===== src/rtl/rxr_pkg.sv =====
package rxr_pkg;
  typedef enum logic [2:0] {
    ST_IDLE  = 3'd0,
    ST_DATA  = 3'd1,
    ST_PAD   = 3'd2,
    ST_HDR   = 3'd3,
    ST_DRAIN = 3'd4
  } rxr_state_e;

  typedef enum logic [1:0] {
    CFG_FIRST = 2'd0,
    CFG_LIMIT = 2'd1,
    CFG_BOUND = 2'd2,
    CFG_CURR  = 2'd3
  } rxr_cfg_e;

  localparam logic [7:0] RX_STATUS_OK = 8'h01;
  localparam int         HDR_BYTES    = 4;
  localparam int         CRC_BYTES    = 4;
endpackage


===== src/rtl/rxr_space_chk.sv =====
module rxr_space_chk #(
  parameter int PAGE_W    = 8,
  parameter int OFF_W     = 8,
  parameter int MAX_FRAME = 1514
) (
  input  logic              run,
  input  logic [PAGE_W-1:0] first_pg,
  input  logic [PAGE_W-1:0] limit_pg,
  input  logic [PAGE_W-1:0] bound_pg,
  input  logic [PAGE_W-1:0] cur_pg,
  output logic              room_ok
);
  localparam int FW   = PAGE_W + 1 + OFF_W;
  localparam int NEED = MAX_FRAME + rxr_pkg::HDR_BYTES;

  logic [PAGE_W:0] ring_pg, used_pg, free_pg;
  logic [FW-1:0]   free_bytes;
  logic            ring_valid, cur_inside;

  always_comb begin
    ring_pg = {1'b0, limit_pg} - {1'b0, first_pg};
    used_pg = '0;
    if (cur_pg < bound_pg) begin
      free_pg = {1'b0, bound_pg} - {1'b0, cur_pg};
    end else begin
      used_pg = {1'b0, cur_pg} - {1'b0, bound_pg};
      free_pg = (used_pg > ring_pg) ? '0 : (ring_pg - used_pg);
    end
    free_bytes = {free_pg, {OFF_W{1'b0}}};
    ring_valid = limit_pg > first_pg;
    cur_inside = (cur_pg >= first_pg) && (cur_pg < limit_pg);
    room_ok    = run && ring_valid && cur_inside && (free_bytes >= FW'(NEED));
  end
endmodule


===== src/rtl/rxr_next_page.sv =====
module rxr_next_page #(
  parameter int PAGE_W = 8,
  parameter int OFF_W  = 8,
  parameter int LEN_W  = 16
) (
  input  logic [PAGE_W-1:0] cur_pg,
  input  logic [PAGE_W-1:0] first_pg,
  input  logic [PAGE_W-1:0] limit_pg,
  input  logic [LEN_W-1:0]  total_len,
  output logic [PAGE_W-1:0] next_pg
);
  localparam int SW = LEN_W + PAGE_W + 2;

  logic [SW-1:0] span, pages, sum, ring, adj;

  always_comb begin
    span  = SW'(total_len) + SW'(rxr_pkg::CRC_BYTES) + SW'((1 << OFF_W) - 1);
    pages = span >> OFF_W;
    sum   = SW'(cur_pg) + pages;
    ring  = SW'(limit_pg) - SW'(first_pg);
    adj   = (sum >= SW'(limit_pg)) ? (sum - ring) : sum;
    next_pg = PAGE_W'(adj);
  end
endmodule


===== src/rtl/rxr_wrap_addr.sv =====
module rxr_wrap_addr #(
  parameter int PAGE_W = 8,
  parameter int OFF_W  = 8
) (
  input  logic [PAGE_W+OFF_W-1:0] addr_in,
  input  logic [PAGE_W-1:0]       first_pg,
  input  logic [PAGE_W-1:0]       limit_pg,
  output logic [PAGE_W+OFF_W-1:0] addr_out
);
  localparam int ADDR_W = PAGE_W + OFF_W;

  logic [ADDR_W-1:0] inc;

  always_comb begin
    inc      = addr_in + ADDR_W'(1);
    addr_out = (inc == {limit_pg, {OFF_W{1'b0}}}) ? {first_pg, {OFF_W{1'b0}}} : inc;
  end
endmodule


===== src/rtl/rx_ring_writer.sv =====
module rx_ring_writer #(
  parameter int PAGE_W    = 8,
  parameter int OFF_W     = 8,
  parameter int LEN_W     = 16,
  parameter int MAX_FRAME = 1514,
  parameter int MIN_FRAME = 60
) (
  input  logic                    clk,
  input  logic                    rst,
  input  logic                    rx_run,
  input  logic                    cfg_we,
  input  logic [1:0]              cfg_sel,
  input  logic [PAGE_W-1:0]       cfg_data,
  input  logic [7:0]              in_data,
  input  logic                    in_valid,
  input  logic                    in_last,
  output logic                    in_ready,
  output logic                    mem_we,
  output logic [PAGE_W+OFF_W-1:0] mem_addr,
  output logic [7:0]              mem_wdata,
  output logic [PAGE_W-1:0]       cur_page,
  output logic                    rx_irq
);
  import rxr_pkg::*;

  localparam int ADDR_W = PAGE_W + OFF_W;

  rxr_state_e        state;
  logic [PAGE_W-1:0] first_pg, limit_pg, bound_pg, cur_pg, next_pg_r, next_comb;
  logic [ADDR_W-1:0] wr_addr, wr_next, base_addr;
  logic [LEN_W-1:0]  len_cnt, len_inc, total_len;
  logic [1:0]        hdr_idx;
  logic              room_ok;
  logic              mem_we_r, irq_r;
  logic [ADDR_W-1:0] mem_addr_r;
  logic [7:0]        mem_wdata_r;

  rxr_space_chk #(.PAGE_W(PAGE_W), .OFF_W(OFF_W), .MAX_FRAME(MAX_FRAME)) u_space (
    .run(rx_run), .first_pg(first_pg), .limit_pg(limit_pg),
    .bound_pg(bound_pg), .cur_pg(cur_pg), .room_ok(room_ok)
  );

  rxr_next_page #(.PAGE_W(PAGE_W), .OFF_W(OFF_W), .LEN_W(LEN_W)) u_next (
    .cur_pg(cur_pg), .first_pg(first_pg), .limit_pg(limit_pg),
    .total_len(total_len), .next_pg(next_comb)
  );

  rxr_wrap_addr #(.PAGE_W(PAGE_W), .OFF_W(OFF_W)) u_wrap (
    .addr_in(wr_addr), .first_pg(first_pg), .limit_pg(limit_pg), .addr_out(wr_next)
  );

  always_comb begin
    base_addr = {cur_pg, {OFF_W{1'b0}}};
    len_inc   = len_cnt + LEN_W'(1);
    total_len = len_cnt + LEN_W'(HDR_BYTES);
    in_ready  = (state == ST_IDLE) || (state == ST_DATA) || (state == ST_DRAIN);
  end

  always_ff @(posedge clk) begin
    if (rst) begin
      state       <= ST_IDLE;
      first_pg    <= '0;
      limit_pg    <= '0;
      bound_pg    <= '0;
      cur_pg      <= '0;
      next_pg_r   <= '0;
      wr_addr     <= '0;
      len_cnt     <= '0;
      hdr_idx     <= '0;
      mem_we_r    <= 1'b0;
      mem_addr_r  <= '0;
      mem_wdata_r <= '0;
      irq_r       <= 1'b0;
    end else begin
      mem_we_r <= 1'b0;
      irq_r    <= 1'b0;
      case (state)
        ST_IDLE: begin
          if (in_valid) begin
            if (room_ok) begin
              mem_we_r    <= 1'b1;
              mem_addr_r  <= base_addr + ADDR_W'(HDR_BYTES);
              mem_wdata_r <= in_data;
              wr_addr     <= base_addr + ADDR_W'(HDR_BYTES + 1);
              len_cnt     <= LEN_W'(1);
              hdr_idx     <= '0;
              if (!in_last) state <= ST_DATA;
              else state <= (LEN_W'(1) < LEN_W'(MIN_FRAME)) ? ST_PAD : ST_HDR;
            end else if (!in_last) begin
              state <= ST_DRAIN;
            end
          end else if (cfg_we) begin
            case (rxr_cfg_e'(cfg_sel))
              CFG_FIRST: first_pg <= cfg_data;
              CFG_LIMIT: limit_pg <= cfg_data;
              CFG_BOUND: bound_pg <= cfg_data;
              default:   cur_pg   <= cfg_data;
            endcase
          end
        end
        ST_DATA: begin
          if (in_valid) begin
            mem_we_r    <= 1'b1;
            mem_addr_r  <= wr_addr;
            mem_wdata_r <= in_data;
            wr_addr     <= wr_next;
            len_cnt     <= len_inc;
            if (in_last) state <= (len_inc < LEN_W'(MIN_FRAME)) ? ST_PAD : ST_HDR;
          end
        end
        ST_PAD: begin
          mem_we_r    <= 1'b1;
          mem_addr_r  <= wr_addr;
          mem_wdata_r <= 8'h00;
          wr_addr     <= wr_next;
          len_cnt     <= len_inc;
          if (len_inc >= LEN_W'(MIN_FRAME)) state <= ST_HDR;
        end
        ST_HDR: begin
          mem_we_r   <= 1'b1;
          mem_addr_r <= base_addr + ADDR_W'(hdr_idx);
          hdr_idx    <= hdr_idx + 2'd1;
          case (hdr_idx)
            2'd0: begin
              mem_wdata_r <= RX_STATUS_OK;
              next_pg_r   <= next_comb;
            end
            2'd1: mem_wdata_r <= 8'(next_pg_r);
            2'd2: mem_wdata_r <= total_len[7:0];
            default: begin
              mem_wdata_r <= 8'(total_len >> 8);
              cur_pg      <= next_pg_r;
              irq_r       <= 1'b1;
              state       <= ST_IDLE;
            end
          endcase
        end
        ST_DRAIN: begin
          if (in_valid && in_last) state <= ST_IDLE;
        end
        default: state <= ST_IDLE;
      endcase
    end
  end

  assign mem_we    = mem_we_r;
  assign mem_addr  = mem_addr_r;
  assign mem_wdata = mem_wdata_r;
  assign cur_page  = cur_pg;
  assign rx_irq    = irq_r;


  ring_bounds_chk: assert property (@(posedge clk) disable iff (rst)
    mem_we |-> (mem_addr >= {first_pg, {OFF_W{1'b0}}}) && (mem_addr < {limit_pg, {OFF_W{1'b0}}}));


  irq_with_last_hdr_chk: assert property (@(posedge clk) disable iff (rst)
    rx_irq |-> mem_we && (mem_addr[OFF_W-1:0] == OFF_W'(3)));


  irq_single_chk: assert property (@(posedge clk) disable iff (rst)
    rx_irq |=> !rx_irq);


  next_in_ring_chk: assert property (@(posedge clk) disable iff (rst)
    (state == ST_HDR && hdr_idx == 2'd1) |-> (next_pg_r >= first_pg) && (next_pg_r < limit_pg));


  cur_move_chk: assert property (@(posedge clk) disable iff (rst)
    (cur_pg != $past(cur_pg)) |-> rx_irq ||
      $past(cfg_we && cfg_sel == 2'd3 && state == ST_IDLE && !in_valid));


  drain_no_write_chk: assert property (@(posedge clk) disable iff (rst)
    (state == ST_DRAIN) |-> !mem_we);
endmodule


===== config.mk =====
export PLATFORM = sky130hd
export DESIGN_NAME = rx_ring_writer
export DESIGN_NICKNAME = d
export VERILOG_FILES = /design/src/rtl/rxr_pkg.sv /design/src/rtl/rxr_space_chk.sv /design/src/rtl/rxr_next_page.sv /design/src/rtl/rxr_wrap_addr.sv /design/src/rtl/rx_ring_writer.sv
export SDC_FILE = /design/constraint.sdc
export NUM_CORES = 1
export LEC_CHECK = 0
export ABC_AREA = 0
export CORE_UTILIZATION = 55
export CTS_CLUSTER_SIZE = 12
export DETAILED_ROUTE_END_ITERATION = 12
export PLACE_DENSITY = 0.79
export SYNTH_ARGS = -nofsm -noshare
export SYNTH_HDL_FRONTEND = slang
export SYNTH_SLANG_ARGS = --single-unit

===== constraint.sdc =====
create_clock -name clk -period 5.05 [get_ports clk]
set_input_delay 0.7575 -clock clk [delete_from_list [all_inputs] [get_ports clk]]
set_output_delay 0.7575 -clock clk [all_outputs]
set_load 0.02 [all_outputs]

After elaboration in Yosys (flattened, before gate mapping)
Index checks and enable logic that the tools add are counted.
{ "word_totals": {"ramBits": 0, "mem_count": 0, "rom_bits": 0, "latch_bits": 0, "register_bits": 103, "input_bits": 24, "out_inout_bits": 35} }
{ "classes": {"reduce_logical": 26, "n_div": 0, "n_eq_ne": 20, "shift": 0, "multipliers": 0, "magnitude_cmp": 9, "n_bitwise": 2, "addsub": 16, "n_mux": 45} }
{ "ops": {"columns": ["op", "count"], "rows": [
  ["16-bit two-way mux", 10],
  ["16-bit one-hot mux with 3 select lines", 2],
  ["8-bit two-way mux", 8],
  ["16-bit one-hot mux with 4 select lines", 1],
  ["16-bit by 3-bit adder with 16-bit output, second input constant", 3],
  ["16-bit by 1-bit adder with 16-bit output, second input constant", 2],
  ["8-bit one-hot mux with 4 select lines", 1],
  ["8-bit by 8-bit subtractor with 9-bit output", 3],
  ["26-bit by 8-bit adder with 26-bit output, second input constant", 1],
  ["3-bit two-way mux", 8],
  ["8-bit one-hot mux with 3 select lines", 1],
  ["4-bit AND reduction", 5],
  ["8-bit by 18-bit adder with 19-bit output", 1],
  ["19-bit by 8-bit greater-or-equal comparator with 1-bit output", 1],
  ["9-bit two-way mux", 2],
  ["2-bit inequality test, second input constant", 9],
  ["16-bit by 3-bit adder with 17-bit output, second input constant", 1],
  ["17-bit by 11-bit greater-or-equal comparator with 1-bit output, second input constant", 1],
  ["16-bit by 2-bit adder with 16-bit output", 1],
  ["16-bit equality test", 1],
  ["16-bit by 6-bit greater-or-equal comparator with 1-bit output, second input constant", 1],
  ["16-bit by 6-bit less-than comparator with 1-bit output, second input constant", 1],
  ["8-bit less-than comparator", 2],
  ["8-bit one-hot mux with 2 select lines", 1],
  ["32 further kinds", 51]
]} }

Logic depth before layout (Yosys ltp)
{ "logic_depth": {"ltp_word": 9, "ltp_mapped": 26, "ltp_nobuf": 25} }

Modules after synthesis
From an unflattened synthesis, not the netlist that was laid out.
{ "unflattened": {"hier_cells": 1070, "hier_area_um2": 8734.6} }
{ "by_module_without_submodules": {"columns": ["mod", "area_per_inst_um2", "cells_per_inst", "seq_area_each_um2", "instances"], "rows": [
  ["rx_ring_writer", 5017.3, 587, 2062.0, 1],
  ["rxr_space_chk", 1806.7, 246, 0.0, 1],
  ["rxr_next_page", 1283.7, 160, 0.0, 1],
  ["rxr_wrap_addr", 626.9, 77, 0.0, 1]
]} }

Worst setup path before layout
Ideal clock, no wire load.
{ "synth_path": {"kind": "flip-flop to flip-flop", "start": "register len_cnt[2]", "end": "register next_pg_r[7]", "slack_ns": -0.456, "synth_period_minus_slack_ns": 5.506, "path_buffers": 1, "arrival_ns": 5.418, "setup_ns": 0.088, "stages_incl_launch_ff": 27, "path_cell_list": "dfxtp_1 > buf_2 > inv_1 > ha_1 > o21a_1 > a31o_2 > a221oi_1 > o211a_1 > o2111ai_2 > o21ai_0 > a21oi_1 > a31o_2 > xnor2_1 > ha_1 > a21oi_1 > o21bai_1 > a21oi_1 > o21ai_0 > xor2_1 > ha_1 > nor3_1 > nor2_1 > nand2_1 > a32oi_1 > nand3_4 > or3_1 > a311oi_2"} }
{ "synth_between": {"elab_chain_cells": 6, "elab_cells_between_ends": 7, "classes_between": "5 x add/sub; 1 x order compare; 1 x mux"} }
{ "synth_lines": {"columns": ["item", "line_no", "text"], "rows": [
  ["from (decl)", "rx_ring_writer.sv:31", "logic [LEN_W-1:0] len_cnt, len_inc, total_len;"],
  ["from (signal assigned)", "rx_ring_writer.sv:107", "len_cnt <= len_inc;"],
  ["from (signal assigned)", "rx_ring_writer.sv:116", "len_cnt <= len_inc;"],
  ["16-bit by 3-bit adder with 16-bit output (*)", "rx_ring_writer.sv:55", "total_len = len_cnt + LEN_W'(HDR_BYTES);"],
  ["16-bit by 3-bit adder with 17-bit output (*)", "rxr_next_page.sv:17", "span = SW'(total_len) + SW'(rxr_pkg::CRC_BYTES) + SW'((1 << OFF_W) - 1);"],
  ["26-bit by 8-bit adder with 26-bit output (*)", "rxr_next_page.sv:17", null],
  ["8-bit by 18-bit adder with 19-bit output (*)", "rxr_next_page.sv:19", "sum = SW'(cur_pg) + pages;"],
  ["19-bit by 8-bit greater-or-equal comparator with 1-bit output or 8-bit subtractor (tied branches)", "rxr_next_page.sv:21", "adj = (sum >= SW'(limit_pg)) ? (sum - ring) : sum;"],
  ["8-bit two-way mux (*)", "rxr_next_page.sv:21", null],
  ["to (signal assigned)", "rx_ring_writer.sv:126", "next_pg_r <= next_comb;"],
  ["to (decl)", "rx_ring_writer.sv:29", "logic [PAGE_W-1:0] first_pg, limit_pg, bound_pg, cur_pg, next_pg_r, next_comb;"]
]} }
Mark *: on every way between the ends. The rest lies on a longest branch, timed or not.
A chain may end at the register's enable or synchronous reset.

Worst setup path after layout
Same ends and word-level chain as after synthesis.

==> summary.md <==
| Metric | Value |
|---|---|
| Register bit total from synthesis | 103 |
| Yosys cell types | 92 |
| Fraction of the cycle the final worst path needs | 101% |
| Mux cell area share after synthesis | under 10% |
| CTS tree | built |
| Initial antenna violation count | 0 |
| Most frequent cells in the layout | nand2_1 (104), dfxtp_1 (96), nor2_1 (94) |
| Worst EP arrival | approximately 5.4 ns |
| Total wire length | ~26000 um |
| Max FO, Critical Path | 4 |
| Top cell type's share of synthesized area | a little under a quarter |
| Area of the multi-input gates | 0.00667 mm2 |
| Site Rows | 46 |
| Max-slew violations | 0 |
| WHS Path Cells | 2 |
| Worst setup SP type | register |
| Commonest non-fill, non-tap cell in the layout | nand2_1 |
| Most used DFF post-synth | dfxtp_1 |
| Clock transition at path regs | around 0.080 ns |
| Post-synth EDFFs | 0 |
| Via density per instance | slightly above 6 |
| Diodes inserted | 0 |
| Number of global-route vias before repair | 8157 |
| Final net count | roughly 1300 |
| Min-delay worst type | reg -> reg |
| Post-Syn Nets | about 1200 |
| Crit path time final | ~5 ns |
| Synth Area in XOR/XNOR | 8.33% |
| H-tree depth | 3 |
| Slowest CP cell | fa_1 |
| Compound-Gate Fraction of Synth Area | 24.0% |
| Setup CP Type | reg -> reg |
| Simple-gate share of the synthesized area | approximately a fifth |
| Initial core utilization | a little under three fifths |
| Die area | between 0.015 and 0.02 mm2 |
| CTS max path bufs | 2 |
| Pin count of the biggest net entering global routing | 82 |
| Clock root cell | clkbuf_16 |
| Tot Pwr | between 3 and 4 mW |
| Worst setup margin | -0.0519 ns |
| Final Setup Violations | 6 |
| Fraction of layout cells with a size suffix above 1 | ~16% |
| CP required | approximately 5.3 ns |
| Gp weighted congestion | roughly 0.95 |
| Core area | roughly 0.016 mm2 |
| Failing checks | setup timing |
| Outcome | finished, violations left |
| # DRC | 0 |
| Yosys warning total | 0 |
| Fmax | 196 MHz |
| FF-to-FF path depth | 24 |
| Top cells by area, synth | dfxtp_1 (23%), ha_1 (11%), nand2_1 (4.4%), xnor2_1 (4.4%), nor2_1 (4.1%) |
| Wire length of the first global-routing pass | 40400 um |
| Main combinational cell family by area after synthesis | compound AO/OA/AOI/OAI gates |
| Total gr overflow | 0 |
| CTS buffer count | 9 |
| Final hold slack | ~0.46 ns |
| Power per cell area | 347 mW/mm2 |
| Worst Tran Pin Value | ~1.1 ns |
| Total global routing track utilization | 30.9% |
| Port bufs | 58 |
| Post-synthesis sequential area ratio | a little under a quarter |
| LEAKAGE | roughly 4.3 nW |
| Die width | between 100 and 150 um |
| Area leader, netlist | dfxtp_1 |
| Avg Cell Area, Syn | slightly above 8 um2 |
| Final antenna-violating net count | 0 |
| Dpl hpwl | between 15000 and 20000 um |
| Avg WL per Cell | 18.2 um |
| Max stage delay on crit path | 0.49 ns |
| CTS Sinks | 103 |
| Post-Synth Adder-Cell Area | approximately 14% |
| Drt first pass iters | 5 |
| Gate Count Post-Synth | around 1100 |
| Fraction of registers with async set/reset | 0% |
| Slew headroom | ~28% |
| Cts hold-fix bufs | 0 |
| Worst vdd rail ir drop | ~0.24 mV |
| Clk_lat worst skew | between 0.3 and 0.4 ns |
| Critical Path Sink Type | register |
| Final hold violation count | 0 |
| Area Overhead vs Synth | 22.7% |
| Initial DRC count | 644 |
| Clock skew | ~0.010 ns |
| RSZ-0062 raised after global routing | true |
| Synth Cell Area | between 0.008 and 0.009 mm2 |
| Die H | between 100 and 150 um |
| Via count | around 8700 |
| Reg area | 0.00208 mm2 |
| # fillers | ~1300 |
| I/O pins | between 50 and 60 |
| Maximum Capacitance Violations | 0 |
| CP cell instances | inv_4, ha_4, o21a_1, a31o_2, a221oi_2, o211a_1, o2111ai_4, buf_4, xor2_1, ha_1, fa_1, a21o_1, a21oi_4, o21ai_2, xnor2_2, buf_4, fa_1, inv_2, ha_4, a21oi_2, o21ai_1, xnor2_1, or3_1, a311oi_2 |
-- Yosys cell counts (12+ instances only) --
| cell | instances |
|---|---|
| inv_1 | 82 |
| mux2i_1 | 36 |
| nand4_1 | 17 |
| nor2_1 | 97 |
| nand2_1 | 105 |
| nand3_1 | 22 |
| fa_1 | 12 |
| a211oi_1 | 26 |
| a21oi_1 | 69 |
| clkbuf_1 | 47 |
| xnor2_1 | 45 |
| nor3_1 | 18 |
| xor2_1 | 27 |
| dfxtp_1 | 103 |
| a21o_1 | 17 |
| o21ai_0 | 53 |
| o21a_1 | 12 |
| ha_1 | 81 |
| a311oi_1 | 26 |
| nand2b_1 | 12 |
-- registers in the layout, indices dropped and copies added (netlist names) --
name and count:
bound_pg 8, cur_page 8, first_pg 8, hdr_idx 2
len_cnt 16, limit_pg 8, mem_addr 16, mem_wdata 8
mem_we 1, next_pg_r 8, rx_irq 1, state 3
wr_addr 16
-- critical path: cells and delay by family, from the launching register on --
family / cells / cell delay, ns
AO/OA/AOI/OAI: 11 / 1.96
XOR/XNOR: 3 / 0.42
buffers and inverters: 4 / 0.40
AND/OR/NAND/NOR: 1 / 0.36
adder cells (fa/ha/maj): 5 / 1.48
flip-flops: 1 / 0.39
-- metal layers --
layer  GRT usage, %  up-vias  part of all wire, %
met5              0        -                    0
met4           12.1        0                  3.2
met3           4.21       59                  5.6
met2           54.0      317                   50
met1           38.3     4136                   42
li1               -     4187                    -
-- worst paths after layout --
kind / from / endpoint / slack [ns]
max: len_cnt[2]$_SDFFE_PP0P_ / next_pg_r[7]$_SDFFE_PP0P_ / -0.05
min: mem_addr[4]$_SDFFE_PP0P_ / mem_addr[4]$_SDFFE_PP0P_ / 0.46
max reg2reg: len_cnt[2]$_SDFFE_PP0P_ / next_pg_r[7]$_SDFFE_PP0P_ / -0.05
min reg2reg: mem_addr[4]$_SDFFE_PP0P_ / mem_addr[4]$_SDFFE_PP0P_ / 0.46
-- per-stage QoR --
stage / instances / setup TNS [ns] / util, % / setup slack, ns / cell area, um2
final: 1426 / -0.159 / 68.9 / -0.0519 / 10900
after global routing: 1426 / -2.04 / 68.9 / -0.278 / 10900
after global placement: 1399 / -0.557 / 64.2 / -0.147 / 10200
after floorplan: 1109 / -0.0196 / - / -0.0196 / 9000
after CTS: 1417 / -0.104 / 66.8 / -0.0493 / 10600
after detailed placement: 1399 / -1.53 / 64.2 / -0.263 / 10200
-- report_power, final --
group	switching (mW)	internal, mW
logic	1.10	0.875
registers	0.138	0.934
clock network	0.352	0.401
-- logic make-up after synthesis --
family	Yosys count
adder cells (fa/ha/maj)	93
AND/OR/NAND/NOR	347
multiplexers	38
XOR/XNOR	77
buffers and inverters	147
AO/OA/AOI/OAI	304
flip-flops	103
-- area by class of cell --
type	count	area share [%]
timing repair buffer	149	11.8
clock inverter	7	0.915
multi-input combinational	859	61.0
inverter	83	2.87
tap	216	2.47
clock buffer	9	2.06
sequential	103	19.0
-- timing repair --
action                                  CTS  global route
resized for setup                        19            53
gates cloned                              0             0
endpoints found under the setup margin    8            25
buffers inserted                          2             9
pin swaps                                 9            20
hold endpoints to repair                  0             0
No activity file was read; power rests on OpenSTA's default activity.
